==> src/rtl/jtb_pkg.sv <==
package jtb_pkg;

    localparam int IR_W = 3;
    localparam int ID_W = 32;

    localparam logic [IR_W-1:0] IR_EXTEST  = 3'b000;
    localparam logic [IR_W-1:0] IR_SAMPLE  = 3'b001;
    localparam logic [IR_W-1:0] IR_IDCODE  = 3'b010;
    localparam logic [IR_W-1:0] IR_MODE    = 3'b011;
    localparam logic [IR_W-1:0] IR_CAPT    = 3'b001;

    typedef enum logic [1:0] {
        PATH_BSR  = 2'd0,
        PATH_ID   = 2'd1,
        PATH_MODE = 2'd2,
        PATH_BYP  = 2'd3
    } dr_path_e;

    typedef struct packed {
        dr_path_e path;
        logic     drive_pins;
    } ir_dec_t;

    function automatic ir_dec_t decode_ir(input logic [IR_W-1:0] code);
        ir_dec_t d;
        d.drive_pins = 1'b0;
        d.path       = PATH_BYP;
        if (!code[2]) begin
            case (code[1:0])
                2'b00: begin
                    d.path       = PATH_BSR;
                    d.drive_pins = 1'b1;
                end
                2'b01:   d.path = PATH_BSR;
                2'b10:   d.path = PATH_ID;
                default: d.path = PATH_MODE;
            endcase
        end
        return d;
    endfunction

    function automatic logic [ID_W-1:0] build_id(input logic [3:0]  ver,
                                                 input logic [15:0] part,
                                                 input logic [6:0]  mfr);
        return {ver, part, 4'b0000, mfr, 1'b1};
    endfunction

endpackage

==> src/rtl/jtb_ir.sv <==
module jtb_ir
    import jtb_pkg::*;
(
    input  logic            tck,
    input  logic            rst,
    input  logic            tdi,
    input  logic            capture_ir,
    input  logic            shift_ir,
    input  logic            update_ir,
    output logic [IR_W-1:0] ir_q,
    output logic            ser_out
);

    logic [IR_W-1:0] stage;

    always_ff @(posedge tck) begin
        if (rst) begin
            stage <= '0;
        end else if (capture_ir) begin
            stage <= IR_CAPT;
        end else if (shift_ir) begin
            stage <= {tdi, stage[IR_W-1:1]};
        end
    end

    always_ff @(posedge tck) begin
        if (rst) begin
            ir_q <= IR_IDCODE;
        end else if (update_ir) begin
            ir_q <= stage;
        end
    end

    assign ser_out = stage[0];

endmodule

==> src/rtl/jtb_bsr.sv <==
module jtb_bsr #(
    parameter int LEN = 38
) (
    input  logic           tck,
    input  logic           rst,
    input  logic           tdi,
    input  logic           sel,
    input  logic           capture,
    input  logic           shift,
    input  logic           update,
    input  logic [LEN-1:0] pin_in,
    output logic [LEN-1:0] upd_q,
    output logic           ser_out
);

    logic [LEN-1:0] sh;

    for (genvar k = 0; k < LEN; k++) begin : g_cell
        logic from_up;
        if (k == LEN - 1) begin : g_head
            assign from_up = tdi;
        end else begin : g_body
            assign from_up = sh[k+1];
        end

        always_ff @(posedge tck) begin
            if (rst) begin
                sh[k] <= 1'b0;
            end else if (sel && capture) begin
                sh[k] <= pin_in[k];
            end else if (sel && shift) begin
                sh[k] <= from_up;
            end
        end

        always_ff @(posedge tck) begin
            if (rst) begin
                upd_q[k] <= 1'b0;
            end else if (sel && update) begin
                upd_q[k] <= sh[k];
            end
        end
    end

    assign ser_out = sh[0];

endmodule

==> src/rtl/jtb_mode.sv <==
module jtb_mode #(
    parameter int W = 8
) (
    input  logic         tck,
    input  logic         por,
    input  logic         tdi,
    input  logic         sel,
    input  logic         shift,
    input  logic         update,
    output logic [W-1:0] mode_q,
    output logic         ser_out
);

    logic [W-1:0] sh;

    always_ff @(posedge tck) begin
        if (por) begin
            sh <= '0;
        end else if (sel && shift) begin
            sh <= {tdi, sh[W-1:1]};
        end
    end

    always_ff @(posedge tck) begin
        if (por) begin
            mode_q <= '0;
        end else if (sel && update) begin
            mode_q <= sh;
        end
    end

    assign ser_out = sh[0];

endmodule

==> src/rtl/jtb_bank.sv <==
module jtb_bank
    import jtb_pkg::*;
#(
    parameter int          BSR_LEN    = 38,
    parameter int          MODE_W     = 8,
    parameter logic [3:0]  ID_VERSION = 4'h1,
    parameter logic [15:0] ID_PART    = 16'h3A51,
    parameter logic [6:0]  MFR_CODE   = 7'h6C
) (
    input  logic               tck,
    input  logic               por,
    input  logic               tap_rst,
    input  logic               tdi,
    input  logic               capture_ir,
    input  logic               shift_ir,
    input  logic               update_ir,
    input  logic               capture_dr,
    input  logic               shift_dr,
    input  logic               update_dr,
    input  logic [BSR_LEN-1:0] pin_in,
    input  logic [BSR_LEN-1:0] core_in,
    output logic [BSR_LEN-1:0] pin_out,
    output logic [MODE_W-1:0]  mode_out,
    output logic               tdo,
    output logic               tdo_en
);

    localparam logic [ID_W-1:0] ID_VALUE = build_id(ID_VERSION, ID_PART, MFR_CODE);

    logic              rst_tap;
    logic [IR_W-1:0]   ir_q;
    logic              ir_so;
    ir_dec_t           dec;
    logic              sel_bsr, sel_id, sel_mode, sel_byp;
    logic [ID_W-1:0]   id_sr;
    logic              byp_q;
    logic [BSR_LEN-1:0] bsr_upd;
    logic              bsr_so;
    logic              mode_so;
    logic              dr_so;

    assign rst_tap = por | tap_rst;

    jtb_ir u_ir (
        .tck        (tck),
        .rst        (rst_tap),
        .tdi        (tdi),
        .capture_ir (capture_ir),
        .shift_ir   (shift_ir),
        .update_ir  (update_ir),
        .ir_q       (ir_q),
        .ser_out    (ir_so)
    );

    assign dec      = decode_ir(ir_q);
    assign sel_bsr  = (dec.path == PATH_BSR);
    assign sel_id   = (dec.path == PATH_ID);
    assign sel_mode = (dec.path == PATH_MODE);
    assign sel_byp  = (dec.path == PATH_BYP);

    always_ff @(posedge tck) begin
        if (rst_tap) begin
            id_sr <= ID_VALUE;
        end else if (sel_id && capture_dr) begin
            id_sr <= ID_VALUE;
        end else if (sel_id && shift_dr) begin
            id_sr <= {tdi, id_sr[ID_W-1:1]};
        end
    end

    always_ff @(posedge tck) begin
        if (rst_tap) begin
            byp_q <= 1'b0;
        end else if (sel_byp && capture_dr) begin
            byp_q <= 1'b0;
        end else if (sel_byp && shift_dr) begin
            byp_q <= tdi;
        end
    end

    jtb_bsr #(.LEN(BSR_LEN)) u_bsr (
        .tck     (tck),
        .rst     (rst_tap),
        .tdi     (tdi),
        .sel     (sel_bsr),
        .capture (capture_dr),
        .shift   (shift_dr),
        .update  (update_dr),
        .pin_in  (pin_in),
        .upd_q   (bsr_upd),
        .ser_out (bsr_so)
    );

    jtb_mode #(.W(MODE_W)) u_mode (
        .tck     (tck),
        .por     (por),
        .tdi     (tdi),
        .sel     (sel_mode),
        .shift   (shift_dr),
        .update  (update_dr),
        .mode_q  (mode_out),
        .ser_out (mode_so)
    );

    always_comb begin
        case (dec.path)
            PATH_BSR:  dr_so = bsr_so;
            PATH_ID:   dr_so = id_sr[0];
            PATH_MODE: dr_so = mode_so;
            default:   dr_so = byp_q;
        endcase
    end

    always_ff @(negedge tck) begin
        if (rst_tap) begin
            tdo    <= 1'b0;
            tdo_en <= 1'b0;
        end else begin
            tdo    <= shift_ir ? ir_so : dr_so;
            tdo_en <= shift_ir | shift_dr;
        end
    end

    assign pin_out = dec.drive_pins ? bsr_upd : core_in;

endmodule

==> config.mk <==
export PLATFORM = sky130hd
export DESIGN_NAME = jtb_bank
export DESIGN_NICKNAME = d
export VERILOG_FILES = /design/src/rtl/jtb_pkg.sv /design/src/rtl/jtb_ir.sv /design/src/rtl/jtb_bsr.sv /design/src/rtl/jtb_mode.sv /design/src/rtl/jtb_bank.sv
export SDC_FILE = /design/constraint.sdc
export NUM_CORES = 1
export LEC_CHECK = 0
export CAP_MARGIN = 20
export CORE_UTILIZATION = 53
export DETAILED_ROUTE_END_ITERATION = 8
export GPL_TIMING_DRIVEN = 0
export PLACE_DENSITY = 0.9
export SLEW_MARGIN = 20
export SYNTH_ARGS = -nofsm -noshare
export SYNTH_HDL_FRONTEND = slang
export SYNTH_SLANG_ARGS = --single-unit
export TNS_END_PERCENT = 1
==> constraint.sdc <==
create_clock -name tck -period 4.3 [get_ports tck]
set_input_delay 0.86 -clock tck [delete_from_list [all_inputs] [get_ports tck]]
set_output_delay 0.86 -clock tck [all_outputs]
set_load 0.01 [all_outputs]
==> impl_summary.md <==
Timing
Setup repair after global routing left no endpoint under its margin. The number of pins exceeding their max-slew limit in the final report came to 0. The clock tree skew after final layout is 0.02571 ns. After layout, the worst setup slack is 0.07399 ns. The total setup violations reported at the end of the flow is 0. Hold is met by between 0.4 and 0.5 ns. The slew at the pin with the worst max-slew slack is 0.5393 ns. Headroom to the max-slew limit came out at 64.05%. The number of hold-slack violations in the final timing report was 0.

Synth
Of all cell types, the one taking the most synthesized area is sky130_fd_sc_hd__dfxtp_1. By area the synthesized netlist is led by sky130_fd_sc_hd__dfxtp_1, sky130_fd_sc_hd__nand2_1, sky130_fd_sc_hd__mux2_2. The flip-flop and latch count after synthesis is 133. The number of instances in the synthesized netlist is 605. For this run, the number of Yosys warnings is 0. The average footprint of a synthesized cell is 9.017 sq um. The synthesized design devotes to its leading area cell type around half of total area. After synthesis, the most frequently instantiated cells are sky130_fd_sc_hd__nand2_1, sky130_fd_sc_hd__dfxtp_1, sky130_fd_sc_hd__a21oi_1. In the synthesized netlist the dominant register cell turns out to be sky130_fd_sc_hd__dfxtp_1. Counting flops with a built-in enable in the synthesized netlist gives 0. Synthesis instantiated 32 different standard cells from the library. The share of the Yosys chip area taken by registers is 48.81%.

After synthesis, the share of flip-flops with an asynchronous set or reset is 0%. The cell with the most instances after synthesis is sky130_fd_sc_hd__nand2_1. The synthesized netlist net count is slightly below 700.

The cell area that synthesis handed to floorplanning was 5455 sq um.

Global route
The all-layer global routing usage is 31.14%. The total overflow left after global routing is 0. Entering global routing, the biggest net connects 17 pins. The initial antenna violation count was 0. The first global-routing pass estimated roughly 25000 um of wire. The number of global-route vias before repair came to 5150.

Critical path
The classification of the worst setup path is input pin to flip-flop. STA puts the critical path data arrival time at 2.46 ns. The source of the worst register-to-register timing path is u_ir.ir_q[2]. The data required time at the worst endpoint is 2.53 ns. The largest fanout on the critical path is 10. The worst setup path is captured at a flip-flop.

The worst register-to-register path has a depth of 4. The kind of start point of the critical path is an input pin. The terminus of the critical flop-to-flop path is tdo. The setup check on the worst reg-to-reg path leaves a slack of 0.76 ns.

Clock tree
The tree is rooted in a sky130_fd_sc_hd__clkbuf_8. In this run the post-CTS setup repair buffer count came out at 0. The maximum number of buffers from clock root to sink is 2. The number of buffers inserted for hold repair after clock tree synthesis is 0.

Once the clock tree was built, the resizer swapped 3 gates to a different size. The clock reaches the later pin of the worst-skew pair after 0.52 ns. The H-tree depth is 4. Counting every sink on the clock net gives 133. The TritonCTS clock tree is yes. The clock transition at the registers of the reported paths is 0.06 ns.

The number of clock buffers inserted by TritonCTS is 17.

Cells and area
In the final layout, flip-flops and latches occupy about 2700 sq um. The area growth from synthesis to layout is 38.03%. The number of nets in the final layout is 841.

The multi-input combinational cells in the finished layout cover a total of 2459 sq um. 0 antenna diodes ended up in the layout. The number of filler cells placed in the layout is 600. Cells with a size suffix above 1 make up 14.58% of the layout.

The finished cells cover 7530 sq um.

Routing
After the first detailed-routing iteration, the DRC count stood at 430. In the final routed layout, each cell accounts on average for 18.40 um. In the routed design, unresolved DRC markers number 0. The number of routed nets with antenna violations is 0. The count of vias placed by the detailed router is 5306. The aggregate routed wire length is 16570 um.

Using the TritonRoute via totals, the vias-per-cell ratio works out to just under 6. The first-pass iteration count of the detailed router is 5.

Placement
The cell area after placement is 6923 sq um. At the end of routability-driven placement, the weighted congestion stood at about 0.85. The number of input and output port buffers inserted is 130. OpenSTA, run right after detailed placement, puts the worst setup slack at -0.4698 ns. The placed wire-length estimate after detailed placement is ~11000 um.

Pwr
For this design the static power due to leakage is 2.916 nW. Across the VDD grid, the largest voltage drop is 279.7 uV. For this design the ratio of total power to cell area is 402.8 nW/um^2.

Worst hold path
The worst hold path was traced through 2 stages. The launch point of the worst hold path is id_sr[18]. The class of the tightest hold or removal check is flip-flop to flip-flop. The destination of the worst hold path is id_sr[17].

Floorplanning
The floorplan die area is 10700 sq um. For this configuration, the core starts out at a cell density of between 50% and 60%. For this design the top-level I/O count stands at between 100 and 150. The total number of placement rows is 36.

The floorplan step defined a core boundary enclosing 9864 sq um. The die is 103.5 um wide. Measured along the y axis, the die boundary spans 103.5 um.

Flow run
The max-capacitance violation count is 0.

Run status
The run finished with clean final reports.
==> sequential cells by signal, indices dropped and copies added, names as in the netlist <==
signal	flops
u_mode.sh	8
u_bsr.ser_out	1
byp_q	1
u_ir.stage	3
u_ir.ir_q	3
tdo_en	1
tdo	1
u_mode.mode_q	8
u_bsr.upd_q	38
u_bsr.g_cell.from_up	37
id_sr	32
==> placed cells by master, fill, tap and decap left out, drive strengths merged <==
cell type / count
or3b: 1
nor3: 3
clkbuf: 36
bufinv: 3
clkinvlp: 2
mux2i: 6
o31a: 2
dlygate4sd2: 2
buf: 36
dfxtp: 133
mux2: 38
o21ai: 1
a21o: 1
a221o: 38
and3: 38
clkinv: 6
a21oi: 76
inv: 6
a211oi: 1
nor2: 9
a221oi: 1
and4b: 2
or2: 1
clkdlybuf4s50: 128
nand2b: 1
nor2b: 1
nand4b: 3
nand3: 13
and4bb: 1
nor4: 2
nand2: 174
nor3b: 2
nand4bb: 1
==> power breakdown <==
part           switching, mW  total, mW  internal (mW)
clock                  0.574       1.48          0.908
combinational          0.130      0.295          0.165
sequential           0.00986       1.26           1.25
total                  0.715       3.03           2.32
==> critical path, stage by stage <==
cell and delay (ns):
sky130_fd_sc_hd__clkdlybuf4s50_1 0.56, sky130_fd_sc_hd__or2_4 0.19, sky130_fd_sc_hd__clkbuf_1 0.43, sky130_fd_sc_hd__clkbuf_2 0.33
sky130_fd_sc_hd__nor2_1 0.07
==> layout make-up <==
type	instances	area share [%]
sequential	133	35.36
multi-input combinational	416	32.65
timing repair buffer	130	17.25
clock buffer	18	5.683
buffer	54	4.354
clock inverter	16	2.443
tap	133	2.210
inverter	1	0.04985
==> layer usage <==
metal | up-vias | track usage (%) | wire [um]
met5 | - | 0 | 0
li1 | 2415 | - | -
met4 | 0 | 19.28 | 754
met3 | 70 | 6.922 | 1368
met1 | 2496 | 36.96 | 6362
met2 | 325 | 51.40 | 8089
==> worst max path at each step <==
stage             from  endpoint  slack, ns  cells after the start
4_1_cts        tap_rst    tdo_en       0.13                      5
6_report       tap_rst    tdo_en       0.07                      5
2_1_floorplan      por    tdo_en       0.22                      5
3_5_place_dp   tap_rst    tdo_en      -0.47                      5
5_1_grt        tap_rst       tdo       0.05                      5
3_3_place_gp   tap_rst    tdo_en      -0.45                      5
==> through the flow <==
stage | util (%) | instances | setup TNS, ns | power (mW)
final | 76.33 | 901 | 0 | 3.033
after global routing | 76.33 | 901 | 0 | 3.103
after floorplan | - | 605 | 0 | 1.412
after global placement | 70.18 | 868 | -0.6867 | 1.566
after CTS | 76.33 | 901 | 0 | 3.028
after detailed placement | 70.18 | 868 | -0.7367 | 1.572
==> cells by family (layout without fill, tap and decap cells) <==
family                 count (synthesis)  count (layout)  synth area share [%]
flip-flops                           133             133                 48.81
multiplexers                          44              44                 8.945
AO/OA/AOI/OAI                        120             120                 14.79
AND/OR/NAND/NOR                      252             252                 21.33
buffers and inverters                 56             219                 6.124
No activity file was read; power rests on OpenSTA's default activity.
